===== src/rtl/gpb_pkg.sv =====
package gpb_pkg;
  // index of each writable register group within one port
  localparam int unsigned IDX_SEL  = 0;   // function select
  localparam int unsigned IDX_DIR  = 1;   // drive enable
  localparam int unsigned IDX_DAT  = 2;   // output value
  localparam int unsigned NUM_WGRP = 3;
  // address group code of the read-only level register
  localparam logic [1:0]  GRP_LVL  = 2'd3;
endpackage


===== src/rtl/gpb_sync.sv =====
module gpb_sync #(
  parameter int unsigned W = 32
) (
  input  logic         clk,
  input  logic         rst_n,
  input  logic [W-1:0] din,
  output logic [W-1:0] dout
);
  logic [W-1:0] stg1_q;
  logic [W-1:0] stg2_q;

  always_ff @(posedge clk or negedge rst_n) begin
    if (!rst_n) begin
      stg1_q <= '0;
      stg2_q <= '0;
    end else begin
      stg1_q <= din;
      stg2_q <= stg1_q;
    end
  end

  assign dout = stg2_q;
endmodule


===== src/rtl/gpb_mreg.sv =====
module gpb_mreg #(
  parameter int unsigned W = 8
) (
  input  logic         clk,
  input  logic         rst_n,
  input  logic         wr_plain,
  input  logic         wr_mask,
  input  logic [W-1:0] wdata,
  input  logic [W-1:0] wen,
  output logic [W-1:0] q
);
  logic [W-1:0] q_r;
  logic [W-1:0] q_nxt;
  logic         q_load;

  always_comb begin
    q_nxt = q_r;
    if (wr_plain) begin
      q_nxt = wdata;
    end else if (wr_mask) begin
      q_nxt = (q_r & ~wen) | (wdata & wen);
    end
  end

  assign q_load = wr_plain | wr_mask;

  always_ff @(posedge clk or negedge rst_n) begin
    if (!rst_n) begin
      q_r <= '0;
    end else if (q_load) begin
      q_r <= q_nxt;
    end
  end

  assign q = q_r;

  // bits without an enable must survive an alias write
  assert_masked_keep_R3: assert property (@(posedge clk) disable iff (!rst_n)
    wr_mask && !wr_plain |=> ((q_r ^ $past(q_r)) & ~$past(wen)) == '0);

  // enabled bits of an alias write take the data bit
  assert_masked_load_R3: assert property (@(posedge clk) disable iff (!rst_n)
    wr_mask && !wr_plain |=> ((q_r ^ $past(wdata)) & $past(wen)) == '0);

  // without a write strobe the register holds
  assert_idle_hold_R2: assert property (@(posedge clk) disable iff (!rst_n)
    !wr_plain && !wr_mask |=> $stable(q_r));
endmodule


===== src/rtl/gpb_decode.sv =====
module gpb_decode
  import gpb_pkg::*;
#(
  parameter int unsigned ADDR_W = 12,
  parameter int unsigned PORTS  = 4
) (
  input  logic                      clk,
  input  logic                      rst_n,
  input  logic [ADDR_W-1:0]         addr,
  input  logic                      wr,
  output logic [PORTS*NUM_WGRP-1:0] wr_plain,
  output logic [PORTS*NUM_WGRP-1:0] wr_mask,
  output logic                      rd_hit,
  output logic [1:0]                rd_grp,
  output logic [1:0]                rd_port
);
  logic       up_ok;
  logic       is_alias;
  logic       bank_ok;
  logic       aligned;
  logic       port_ok;
  logic       base_ok;
  logic [2:0] grp_raw;
  logic [1:0] prt;

  if (ADDR_W > 12) begin : g_upper
    assign up_ok = ~|addr[ADDR_W-1:12];
  end else begin : g_no_upper
    assign up_ok = 1'b1;
  end

  assign is_alias = addr[11];
  assign bank_ok  = ~|addr[10:7];
  assign grp_raw  = addr[6:4];
  assign prt      = addr[3:2];
  assign aligned  = ~|addr[1:0];
  assign port_ok  = (32'(prt) < PORTS);
  assign base_ok  = up_ok & bank_ok & aligned & port_ok;

  always_comb begin
    wr_plain = '0;
    wr_mask  = '0;
    for (int p = 0; p < PORTS; p++) begin
      for (int g = 0; g < NUM_WGRP; g++) begin
        if (wr && base_ok && prt == p[1:0] && grp_raw == g[2:0]) begin
          wr_plain[p*NUM_WGRP+g] = !is_alias;
          wr_mask[p*NUM_WGRP+g]  = is_alias;
        end
      end
    end
  end

  assign rd_hit  = base_ok & !is_alias & !grp_raw[2];
  assign rd_grp  = grp_raw[1:0];
  assign rd_port = prt;

  // a bus write reaches at most one register
  assert_one_target_R7: assert property (@(posedge clk) disable iff (!rst_n)
    $onehot0({wr_plain, wr_mask}));
endmodule


===== src/rtl/gpio_bank_regs.sv =====
module gpio_bank_regs
  import gpb_pkg::*;
#(
  parameter int unsigned ADDR_W = 12,
  parameter int unsigned PORTS  = 4,
  parameter int unsigned PORT_W = 8,
  parameter int unsigned DATA_W = 32
) (
  input  logic                    clk,
  input  logic                    rst_n,
  input  logic [ADDR_W-1:0]       bus_addr,
  input  logic [DATA_W-1:0]       bus_wdata,
  input  logic                    bus_wr,
  input  logic                    bus_rd,
  output logic [DATA_W-1:0]       bus_rdata,
  input  logic [PORTS*PORT_W-1:0] pad_in,
  output logic [PORTS*PORT_W-1:0] pad_out,
  output logic [PORTS*PORT_W-1:0] pad_oe,
  output logic [PORTS*PORT_W-1:0] pad_gpio
);
  localparam int unsigned PINS = PORTS * PORT_W;
  localparam int unsigned NREG = PORTS * NUM_WGRP;

  // reset: asserted at once, released on the clock
  logic [1:0] rst_pipe;
  logic       rst_int_n;

  always_ff @(posedge clk or negedge rst_n) begin
    if (!rst_n) begin
      rst_pipe <= '0;
    end else begin
      rst_pipe <= {rst_pipe[0], 1'b1};
    end
  end

  assign rst_int_n = rst_pipe[1];

  logic [NREG-1:0]   wr_plain;
  logic [NREG-1:0]   wr_mask;
  logic              rd_hit;
  logic [1:0]        rd_grp;
  logic [1:0]        rd_port;
  logic [PORT_W-1:0] regq [NREG];
  logic [PINS-1:0]   lvl_sync;

  gpb_decode #(.ADDR_W(ADDR_W), .PORTS(PORTS)) u_decode (
    .clk      (clk),
    .rst_n    (rst_int_n),
    .addr     (bus_addr),
    .wr       (bus_wr),
    .wr_plain (wr_plain),
    .wr_mask  (wr_mask),
    .rd_hit   (rd_hit),
    .rd_grp   (rd_grp),
    .rd_port  (rd_port)
  );

  gpb_sync #(.W(PINS)) u_sync (
    .clk   (clk),
    .rst_n (rst_int_n),
    .din   (pad_in),
    .dout  (lvl_sync)
  );

  for (genvar p = 0; p < PORTS; p++) begin : g_port
    for (genvar g = 0; g < NUM_WGRP; g++) begin : g_reg
      gpb_mreg #(.W(PORT_W)) u_reg (
        .clk      (clk),
        .rst_n    (rst_int_n),
        .wr_plain (wr_plain[p*NUM_WGRP+g]),
        .wr_mask  (wr_mask[p*NUM_WGRP+g]),
        .wdata    (bus_wdata[PORT_W-1:0]),
        .wen      (bus_wdata[2*PORT_W-1:PORT_W]),
        .q        (regq[p*NUM_WGRP+g])
      );
    end
    assign pad_gpio[p*PORT_W +: PORT_W] = regq[p*NUM_WGRP+IDX_SEL];
    assign pad_oe[p*PORT_W +: PORT_W]   = regq[p*NUM_WGRP+IDX_DIR];
    assign pad_out[p*PORT_W +: PORT_W]  = regq[p*NUM_WGRP+IDX_DAT];
  end

  // read path: select next-state, then register on the strobe
  logic [PORT_W-1:0] rd_val;
  logic [DATA_W-1:0] rdata_nxt;
  logic [DATA_W-1:0] rdata_r;

  always_comb begin
    rd_val = '0;
    for (int p = 0; p < PORTS; p++) begin
      for (int g = 0; g < NUM_WGRP; g++) begin
        if (rd_hit && rd_port == p[1:0] && rd_grp == g[1:0]) begin
          rd_val = regq[p*NUM_WGRP+g];
        end
      end
      if (rd_hit && rd_port == p[1:0] && rd_grp == GRP_LVL) begin
        rd_val = lvl_sync[p*PORT_W +: PORT_W];
      end
    end
  end

  assign rdata_nxt = {{(DATA_W-PORT_W){1'b0}}, rd_val};

  always_ff @(posedge clk or negedge rst_int_n) begin
    if (!rst_int_n) begin
      rdata_r <= '0;
    end else if (bus_rd) begin
      rdata_r <= rdata_nxt;
    end
  end

  assign bus_rdata = rdata_r;

  assert_rdata_hold_R6: assert property (@(posedge clk) disable iff (!rst_int_n)
    !bus_rd |=> $stable(bus_rdata));

  assert_unmapped_zero_R7: assert property (@(posedge clk) disable iff (!rst_int_n)
    bus_rd && !rd_hit |=> bus_rdata == '0);

  assert_upper_zero_R2: assert property (@(posedge clk) disable iff (!rst_int_n)
    bus_rd |=> bus_rdata[DATA_W-1:PORT_W] == '0);
endmodule


===== config.mk =====
export PLATFORM = sky130hd
export DESIGN_NAME = gpio_bank_regs
export DESIGN_NICKNAME = d
export VERILOG_FILES = /design/src/rtl/gpb_pkg.sv /design/src/rtl/gpb_sync.sv /design/src/rtl/gpb_mreg.sv /design/src/rtl/gpb_decode.sv /design/src/rtl/gpio_bank_regs.sv
export SDC_FILE = /design/constraint.sdc
export NUM_CORES = 1
export LEC_CHECK = 0
export BUFFER_PORTS_ARGS = -buffer_cell sky130_fd_sc_hd__buf_2
export CORE_MARGIN = 2
export CORE_UTILIZATION = 30
export CTS_CLUSTER_DIAMETER = 100
export DETAILED_ROUTE_END_ITERATION = 7
export SLEW_MARGIN = 20
export SYNTH_ARGS = -nofsm -noshare
export SYNTH_HDL_FRONTEND = slang
export SYNTH_SLANG_ARGS = --single-unit

===== constraint.sdc =====
create_clock -name clk -period 7.8 [get_ports clk]
set_input_delay 1.56 -clock clk [delete_from_list [all_inputs] [get_ports clk]]
set_output_delay 1.56 -clock clk [all_outputs]
set_load 0.01 [all_outputs]

==> run metrics, run 1 <==
outcome=complete, no violations; clock sinks=170; Die Area=0.0277 mm²; share of post-route cells with drive strength above 1=0.393; CTS Buf Count=17; XOR/XNOR share of the synthesized area=0; LEAKAGE=4.77 nW; register area share after synthesis=0.537; number of synthesized flops with an enable pin=0; die width=roughly 170 µm; Place WS=3.57 ns; DR vias=6102; internal reg-to-reg setup slack=5.46 ns; final core occ=0.367; gpl congestion=0.847; core area=0.0260 mm²; final worst slack=3.97 ns; post-DR vias/cell=approximately 5.1; main flop type after synthesis=dfrtp_1; Worst-path clk slew=around 0.060 ns; Post-CTS Setup Inserts=0; Final Skew=0.00973 ns; mean post-synth cell area=11.5 µm²; post-synthesis simple-gate area fraction=0.148; boundary pin count=208; vias in the first global route=6119; H-tree depth=4; WS Path Type=in2reg; antenna viol nets, final=0; clk root buf=clkbuf_16; worst-case clock buffer depth=2; Synth Cell Area=0.00792 mm²; Total GRT Usage=0.192; Synth Area in Adders=0; Seq cells post-synth=170; Worst setup startpoint=bus_addr[8]; mux cell area share after synthesis=0.172; first-pass GRT wire length=39.9 mm; longest individual stage delay on the worst path=about 0.84 ns; arrival time worst endpoint=4.14 ns; Cell Chain, Critical Path=buf_2 -> or4_4 -> nor2_1 -> nand4_1 -> nor2_1 -> mux2_2; final cycle utilization of the critical path=0.491; Max FO, Critical Path=8; post-route setup TNS=0 ns; Residual DRC=0; wire length per cell=22.4 µm; CTS tree=done; YS warnings=0; starting density of the core=0.305; # setup viols final=0; Worst Tran Pin Value=0.987 ns; startpoint types=primary input; reg2reg start=rst_pipe[1]; Slew Limit Fails=0; design area=0.00954 mm²; Initial DRC Count=609; Async SR Flop Fraction=1.00; largest family of logic cells by synthesized area=multiplexers; TritonRoute pass-1 iters=5; Area after DPL=between 0.008 and 0.009 mm²; Final Hold Fails=0; fillers=around 2600; Port Buf Inserts=167; Final Non-Filler Cells=1185; Die Height=about 170 µm; Yosys cell types=65; CTS Hold Buffers Added=0; Hold Crit Class=reg2async; placed insts=1153; required time of the critical path=8.11 ns; antenna violations before repair=0; Nets=just over 900; cell repeated most along the worst path=nor2_1; Max-Cap Viols=0; Total Wirelength=between 20 and 30 mm; post-DP HPWL=around 19 mm; synthesized instance count=approximately 690; compound-gate portion of the synthesized area=0.0873; relative slew slack=0.340; grt total ovfl=0; slowest CP cell=nand4_1; post-CTS sizing=0; crit end category=register; Peak Freq=around 260 MHz; Worst VDD drop=0.159 mV; row count=slightly below 60; Clock Latency Late Sink=0.43 ns; pin count of the biggest net entering global routing=67; fin crit period=3.83 ns; Area growth syn-to-layout=20.5%; Cell Pwr Density=199 mW/mm²; RSZ-0062 raised after global routing=no
## critical path, delay by kind of cell
family / cells / cell delay (ns)
mux: 1 / 0.36
simple gates: 4 / 2.12
buf+inv: 1 / 0.10
## path summary, 6_finish.rpt
kind,endpoint,cells past startpoint
worst max-delay path,register,6
worst min-delay path,u_sync.stg1_q[29],0
worst max register to register,u_sync.stg1_q[0],2
worst min register to register,u_sync.stg1_q[29],0
max in group asynchronous,u_sync.stg1_q[0],2
min in group clk,u_sync.dout[22],0
## area by class of cell
class	count	area [µm²]	area share
clock buffer	19	443	0.0465
timing repair buffer	179	926	0.0971
antenna	1	2.50	0.000262
multi-input combinational	464	3330	0.349
sequential	170	4260	0.447
clock inverter	12	140	0.0147
inverter	5	18.8	0.00197
tap	335	419	0.0440
## power by group
part	internal (W)	switching [W]	total [W]
logic	0.0000408	0.0000874	0.000128
clock network	0.000483	0.000366	0.000850
registers	0.000905	0.0000151	0.000920
## synthesized netlist by cell type, types with 6 or more instances
cell	n	area share
nor3_1	6	0.0038
nand4_1	7	0.0055
clkbuf_1	29	0.014
nor2b_1	16	0.013
a31oi_1	7	0.0055
o22ai_1	13	0.010
o2bb2ai_1	7	0.0077
nand3b_1	6	0.0057
dfrtp_1	170	0.54
nand2_1	11	0.0052
and3_1	6	0.0047
buf_2	7	0.0044
a22oi_1	11	0.010
mux2_2	101	0.14
nand2b_1	7	0.0055
mux2i_1	17	0.021
nor2_1	111	0.053
a21oi_1	9	0.0057
buf_4	25	0.024
o21ai_0	11	0.0070
nand3_1	13	0.0082
## cell families (layout without fill, tap and decap cells)
logic type,Yosys count,count (layout)
multiplexers,121,121
other,2,26
AND/OR/NAND/NOR,222,222
flip-flops,170,170
buffers and inverters,76,215
AO/OA/AOI/OAI,96,96
## stage by stage
| stage | power [W] | hold WS, ns |
|---|---|---|
| after global routing | 0.00196 | 0.352 |
| after detailed placement | 0.00107 | 0.335 |
| final | 0.00190 | 0.331 |
| after CTS | 0.00191 | 0.350 |
| after floorplan | 0.00102 | 0.331 |
| after global placement | 0.00106 | 0.333 |
## routing by layer
layer / routed length [µm] / vias to the layer above / track usage
met2: 12000 / 302 / 0.292
met4: 811 / 0 / 0.0708
met3: 2200 / 49 / 0.0573
li1: - / 2721 / -
met1: 11500 / 3030 / 0.259
met5: 0 / - / 0
## layout by cell type, fill, tap and decap left out, types with 4 or more instances in the layout
cell       Yosys  routed
a211oi_1       4       4
a21oi_1        9       9
a22oi_1       11      11
a31oi_1        7       7
and2_1         4       4
and3_1         6       6
and4_2         4       4
buf_2          7     167
buf_4         25      12
clkbuf_16      0      17
conb_1         2      25
dfrtp_1      170     169
inv_1          5       5
mux2_2       101     101
mux2i_1       17      17
nand2_1       11      11
nand2b_1       7       7
nand3_1       13      13
nand3b_1       6       6
nand4_1        7       7
nand4_2        5       5
nand4bb_1      4       4
nor2_1       111     111
nor2b_1       16      16
nor3_1         6       6
o21ai_0       11      11
o22ai_1       13      13
o2bb2ai_1      7       7
No activity file was read; power rests on OpenSTA's default activity.
==> run 2, diff against run 1 <==
--- a/config.mk
+++ b/config.mk
@@ -5,6 +5,7 @@
 export SDC_FILE = /design/constraint.sdc
 export NUM_CORES = 1
 export LEC_CHECK = 0
+export ABC_AREA = 1
 export BUFFER_PORTS_ARGS = -buffer_cell sky130_fd_sc_hd__buf_2
 export CORE_MARGIN = 2
 export CORE_UTILIZATION = 30
==> constraint.sdc (replaced) <==
create_clock -name clk -period 3.7 [get_ports clk]
set_input_delay 0.74 -clock clk [delete_from_list [all_inputs] [get_ports clk]]
set_output_delay 0.74 -clock clk [all_outputs]
set_load 0.01 [all_outputs]
==> run 2 against run 1 <==
Worst setup slack worse by 2.8 ns. Utilization is 0.62 points higher. Clock skew is essentially flat. Register-to-register slack worse by 3.4 ns. Area after synthesis decreased by 3.9%. Power grew 110%. Cell count up 14%. Worst hold slack got worse by 0.25 ns. Die area shrank 3.8%. Sequential share of layout area rose by 0.92 points. Sequential cell count stayed put.
==> run metrics, run 2 <==
Hold Crit Class=in2async; first-pass GRT wire length=34.4 mm (-14%); antenna violations before repair=2 (+2); TritonRoute pass-1 iters=5 (unchanged); outcome=complete, no violations; Worst-path clk slew=0.07 ns (about the same); post-DP HPWL=16.6 mm (-11%); Yosys cell types=20 (-69%); post-route setup TNS=0 ns (unchanged); Final Hold Fails=0 (unchanged); pin count of the biggest net entering global routing=78 (+16%); Residual DRC=0 (unchanged); CTS tree=done; Synth Cell Area=0.00761 mm² (-3.9%); worst-case clock buffer depth=2 (unchanged); row count=58 (-1.7%); Post-synth top cells=nand2_1, dfrtp_1, inv_1; mean post-synth cell area=9.13 µm² (-21%); core area=0.0250 mm² (-3.6%); post-CTS sizing=0 (unchanged); Post-CTS Setup Inserts=0 (unchanged); WS Path Type=in2reg; Port Buf Inserts=167 (unchanged); crit end category=register; vias in the first global route=5911 (-3.4%); clk root buf=clkbuf_16; Cell Chain, Critical Path=buf_2 -> nor2_1 -> nand3_1 -> nor2_2 -> nand2_1 -> nor2_2 -> nand2_1 -> nand4_1 -> nor2_1 -> nand4_1 -> nor2_1 -> nand4_1 -> nand2_1 -> nand2_1; Area growth syn-to-layout=22.8%; Total GRT Usage=0.175 (-0.0166); internal reg-to-reg setup slack=2.11 ns (-3.35 ns); clock sinks=170 (unchanged); Seq cells post-synth=170 (unchanged); fin crit period=2.56 ns; Async SR Flop Fraction=1.00 (unchanged); Clock Latency Late Sink=0.44 ns (about the same); Initial DRC Count=363 (-40%); boundary pin count=208 (unchanged); number of synthesized flops with an enable pin=0 (unchanged); main flop type after synthesis=dfrtp_1; WHS=0.0796 ns (-0.251 ns); Slew Limit Fails=0 (unchanged); Max FO, Critical Path=11 (+3); startpoint types=primary input; Total Wirelength=22.5 mm (-15%); Worst Tran Pin Value=0.885 ns (-0.102 ns); RSZ-0062 raised after global routing=no; Final Skew=0.00924 ns (-0.000496 ns); register area share after synthesis=0.559 (+0.0217); Worst VDD drop=0.211 mV (+33%); LEAKAGE=5.84 nW (+22%); synth top area cells=dfrtp_1, mux2i_1, nand2_1; DR vias=6014 (-1.4%); # setup viols final=0 (unchanged); wire length per cell=16.7 µm (-26%); Die Height=163 µm (-1.9%); fillers=2531 (-4.1%); antenna viol nets, final=0 (unchanged); H-tree depth=4 (unchanged); Max-Cap Viols=0 (unchanged); slowest CP cell=nor2_2; longest individual stage delay on the worst path=0.48 ns (-0.36 ns); synthesized instance count=833 (+21%); cell taking the most area after synthesis=dfrtp_1; gpl congestion=0.829 (-2.1%); Die Area=0.0267 mm² (-3.8%); die width=163 µm (-1.9%); Cell Pwr Density=419 mW/mm² (+110%); Nets=1085 (+18%); arrival time worst endpoint=2.93 ns (-1.21 ns); starting density of the core=0.304 (-0.000705); CTS Buf Count=17 (unchanged); relative slew slack=0.408 (+0.0677); YS warnings=0 (unchanged); required time of the critical path=4.08 ns (-4.03 ns); Yosys top cell area share=0.559 (+0.0217); post-DR vias/cell=4.46 (-13%); share of post-route cells with drive strength above 1=0.239 (-0.155); final cycle utilization of the critical path=0.691; commonest non-fill, non-tap cell in the layout=nand2_1; most common cell in the netlist=nand2_1; CTS Hold Buffers Added=0 (unchanged); Peak Freq=391 MHz; grt total ovfl=0 (unchanged); cell repeated most along the worst path=nand2_1; most frequent cells in the layout=nand2_1, dfrtp_1, buf_2
-- run 2: cell types whose count changed after synthesis, moves of 11 or more --
cell | previous run | this run
o22ai_1 | 13 | 0
clkbuf_1 | 29 | 17
nand2_1 | 11 | 224
nor2_2 | 0 | 19
nand4_1 | 7 | 44
nor2_1 | 111 | 64
mux2_2 | 101 | 0
mux2i_1 | 17 | 84
a22oi_1 | 11 | 0
nor2b_1 | 16 | 0
inv_1 | 5 | 137
-- run 2: where the power goes --
part           leakage (nW)  internal [W]  switching [W]
clock network         0.283       0.00102       0.000804
logic                  3.40     0.0000461       0.000122
registers              2.16       0.00190      0.0000283
-- run 2: worst paths after layout --
path | start | end | depth (start not counted)
setup / recovery | bus_addr[1] | bus_rdata[4] | 14
hold / removal | rst_n | rst_pipe[1] | 1
setup reg to reg | register | bus_rdata[2] | 10
hold reg to reg | u_sync.stg1_q[20] | u_sync.dout[20] | 0
max in group asynchronous | rst_pipe[1] | async pin | 1
min in group clk | u_sync.stg1_q[20] | u_sync.dout[20] | 0
-- run 2: worst max-delay path, delay by kind of cell --
family	cells	cell delay (ns)
buffers and inverters	1	0.09
AND/OR/NAND/NOR	13	2.09
-- run 2: cell type report --
type | instances | area, µm² | area share
flip-flops and latches | 170 | 4260 | 0.456
multi-input cells | 499 | 2640 | 0.283
repair buffers | 174 | 901 | 0.0964
inverters | 143 | 537 | 0.0575
clock buffers | 19 | 433 | 0.0463
well taps | 330 | 413 | 0.0442
clock inverters | 13 | 159 | 0.0170
diodes | 1 | 2.50 | 0.000268
-- run 2: through the flow --
step | power [W] | util | worst slack (ns) | area [µm²] | instances
final | 0.00392 | 0.373 | 1.14 | 9340 | 1349
after CTS | 0.00396 | 0.373 | 1.14 | 9340 | 1348
after global placement | 0.00214 | 0.349 | 0.803 | 8750 | 1316
after floorplan | 0.00206 | - | 0.890 | 7700 | 856
after detailed placement | 0.00214 | 0.349 | 0.719 | 8750 | 1316
after global routing | 0.00407 | 0.373 | 0.874 | 9340 | 1349
-- run 2: logic make-up after synthesis --
| kind of cell | count (synthesis) | share of synthesized area |
|---|---|---|
| DFF | 170 | 0.559 |
| and+or+nand+nor | 370 | 0.211 |
| AOI/OAI and AO/OA | 20 | 0.0132 |
| muxes | 84 | 0.111 |
| other | 2 | 0.000987 |
| buffers and inverters | 187 | 0.105 |
-- run 2: metal layers --
layer | global-route usage | wire [µm] | vias up
li1 | - | - | 2869
met1 | 0.234 | 9930 | 2869
met2 | 0.279 | 10400 | 238
met3 | 0.0373 | 1520 | 38
met4 | 0.0660 | 632 | 0
met5 | 0 | 0 | -
==> run 3, diff against run 2 <==
==> constraint.sdc (replaced) <==
create_clock -name clk -period 2.2 [get_ports clk]
set_input_delay 0.44 -clock clk [delete_from_list [all_inputs] [get_ports clk]]
set_output_delay 0.44 -clock clk [all_outputs]
set_load 0.01 [all_outputs]
==> run 3 against run 2 <==
First-iteration DRC count shrank 11%. Highest routed layer unchanged. Die area is the same. Cell count grew 3.2%. Critical path depth grew 2. Routed wire length shrank 0.74%. Register-to-register slack lost 1.5 ns. Sequential cell count is the same. Count of clock-buffer cells in the layout shrank 1. Non-clock buffer count grew 44. Clock power grew 69%.
==> run metrics, run 3 (synthesis results as in run 2) <==
outcome=complete, no violations; Total GRT Usage=0.175 (+0.000429); DR vias=6110 (+1.6%); hold path cells=1; Place WS=-0.166 ns (-0.885 ns); Die Height=163 µm (unchanged); crit end category=register; Final Skew=0.00576 ns (-0.00348 ns); Die Area=0.0267 mm² (unchanged); placed insts=1359 (+3.3%); Clk pwr share=0.465 (about the same); Initial DRC Count=324 (-11%); Nets=1129 (+4.1%); fin crit period=1.86 ns; number of cells on the worst reg-to-reg path=10 (unchanged); starting density of the core=0.304 (unchanged); Total Wirelength=22.3 mm (-0.74%); Hold Crit Class=in2reg; startpoint types=primary input; Port Buf Inserts=167 (unchanged); Worst-path clk slew=0.07 ns (about the same); clk root buf=clkbuf_16; Hold Path Origin=pad_in[4]; required time of the critical path=2.58 ns (-1.50 ns); commonest non-fill, non-tap cell in the layout=nand2_1; core area=0.0250 mm² (unchanged); Comb pwr share=0.047 (+0.004); CTS Buf Count=17 (unchanged); Area growth syn-to-layout=28.4%; vias in the first global route=6108 (+3.3%); CTS tree=done; most frequent cells in the layout=nand2_1, dfrtp_1, buf_2; Final Non-Filler Cells=1392 (+3.2%); worst-case clock buffer depth=2 (unchanged); wire length per cell=16.0 µm (-3.8%); Hold Path End=u_sync.stg1_q[4]; sequential power share=0.489 (-0.004); arrival time worst endpoint=2.23 ns (-0.70 ns); TritonRoute pass-1 iters=5 (unchanged); internal reg-to-reg setup slack=0.58 ns (-1.53 ns); Sw Share=0.242 (-0.00199); Slew Limit Fails=0 (unchanged); boundary pin count=208 (unchanged); LEAKAGE=6.10 nW (+4.5%); final worst slack=0.344 ns (-0.798 ns); Worst VDD drop=0.297 mV (+41%); Final Hold Fails=0 (unchanged); gpl congestion=0.864 (+4.2%); Residual DRC=0 (unchanged); RSZ-0062 raised after global routing=no; Sw Pwr=0.00160 W (+68%); clock sinks=170 (unchanged); relative slew slack=0.636 (+0.228); Clock Latency Late Sink=0.43 ns (about the same); H-tree depth=4 (unchanged); post-CTS sizing=0 (unchanged); die width=163 µm (unchanged); post-route setup TNS=0 ns (unchanged); Pint=0.00503 W (+70%); # setup viols final=0 (unchanged); post-DP HPWL=17.1 mm (+2.5%); row count=58 (unchanged); worst reg2reg path endpoint=bus_rdata[6]; antenna viol nets, final=0 (unchanged); fillers=2545 (+0.55%); post-DR vias/cell=4.39 (-1.5%); final cycle utilization of the critical path=0.844; antenna violations before repair=1 (-1); Max-Cap Viols=0 (unchanged); share of post-route cells with drive strength above 1=0.270 (+0.0318); Peak Freq=539 MHz; first-pass GRT wire length=34.6 mm (+0.58%); pin count of the biggest net entering global routing=52 (-33%); Worst Tran Pin Value=0.546 ns (-0.339 ns); Cell Pwr Density=679 mW/mm² (+62%); WS Path Type=in2reg; Max FO, Critical Path=5 (-6); grt total ovfl=0 (unchanged)
## run 3: cell type report
type	instances	area, µm²	share of cell area
multi-input cells	499	2640	0.270
clock inverters	13	159	0.0163
repair buffers	218	1320	0.135
diodes	1	2.50	0.000256
clock buffers	18	439	0.0450
flip-flops and latches	170	4260	0.436
well taps	330	413	0.0423
inverters	143	537	0.0549
## run 3: worst max path at each step
stage                            from      endpoint  slack [ns]  cells past startpoint
final                     bus_addr[1]  bus_rdata[5]        0.34                     16
after CTS                 bus_addr[1]  bus_rdata[1]        0.28                     16
after global placement    bus_addr[1]  bus_rdata[7]        -0.1                     16
after floorplan           rst_pipe[1]     async pin        0.44                      0
after global routing      bus_addr[1]  bus_rdata[5]        0.05                     16
after detailed placement  bus_addr[1]  bus_rdata[5]       -0.17                     16
## run 3: timing repair
action	in CTS	in global routing
endpoints found under the setup margin	0	0
hold buffers	1	0
buffers inserted	0	0
endpoints found under the hold margin	2	0
## run 3: metrics by stage
| step | hold WS (ns) | utilization | total power (W) | instance area (µm²) |
|---|---|---|---|---|
| after floorplan | 0.144 | - | 0.00347 | 7700 |
| after global placement | 0.226 | 0.366 | 0.00361 | 9160 |
| after detailed placement | 0.229 | 0.366 | 0.00361 | 9160 |
| after CTS | 0.0833 | 0.390 | 0.00673 | 9770 |
| after global routing | 0.0893 | 0.390 | 0.00689 | 9770 |
| final | 0.104 | 0.390 | 0.00663 | 9770 |
## run 3: critical path, stage by stage
cell and delay (ns):
buf_2 0.09, nor2_1 0.10, nand3_1 0.17, nor2_2 0.23, nand2_1 0.13, nor2_1 0.34
nand2_1 0.10, nand3_1 0.10, nor2_1 0.06, nand4_1 0.08, nor2_1 0.05, nand4_1 0.08
nor2_1 0.06, nand4_1 0.09, nand2_1 0.06, nand2_1 0.05
## run 3: metal layers
metal	global-route usage	routed length, µm	part of all wire	vias to the layer above
met5	0	0	0	-
met4	0.0591	337	0.015	0
met3	0.0396	1270	0.057	28
met2	0.279	10500	0.47	204
met1	0.236	10200	0.46	2921
li1	-	-	-	2957
## run 3: power by group through the flow
stage	clock (W)	sequential (W)	combinational, W
2_1_floorplan	0	0.00332	0.000147
3_3_place_gp	0	0.00330	0.000312
3_5_place_dp	0	0.00330	0.000314
4_1_cts	0.00317	0.00324	0.000317
5_1_grt	0.00330	0.00325	0.000350
6_report	0.00308	0.00324	0.000309
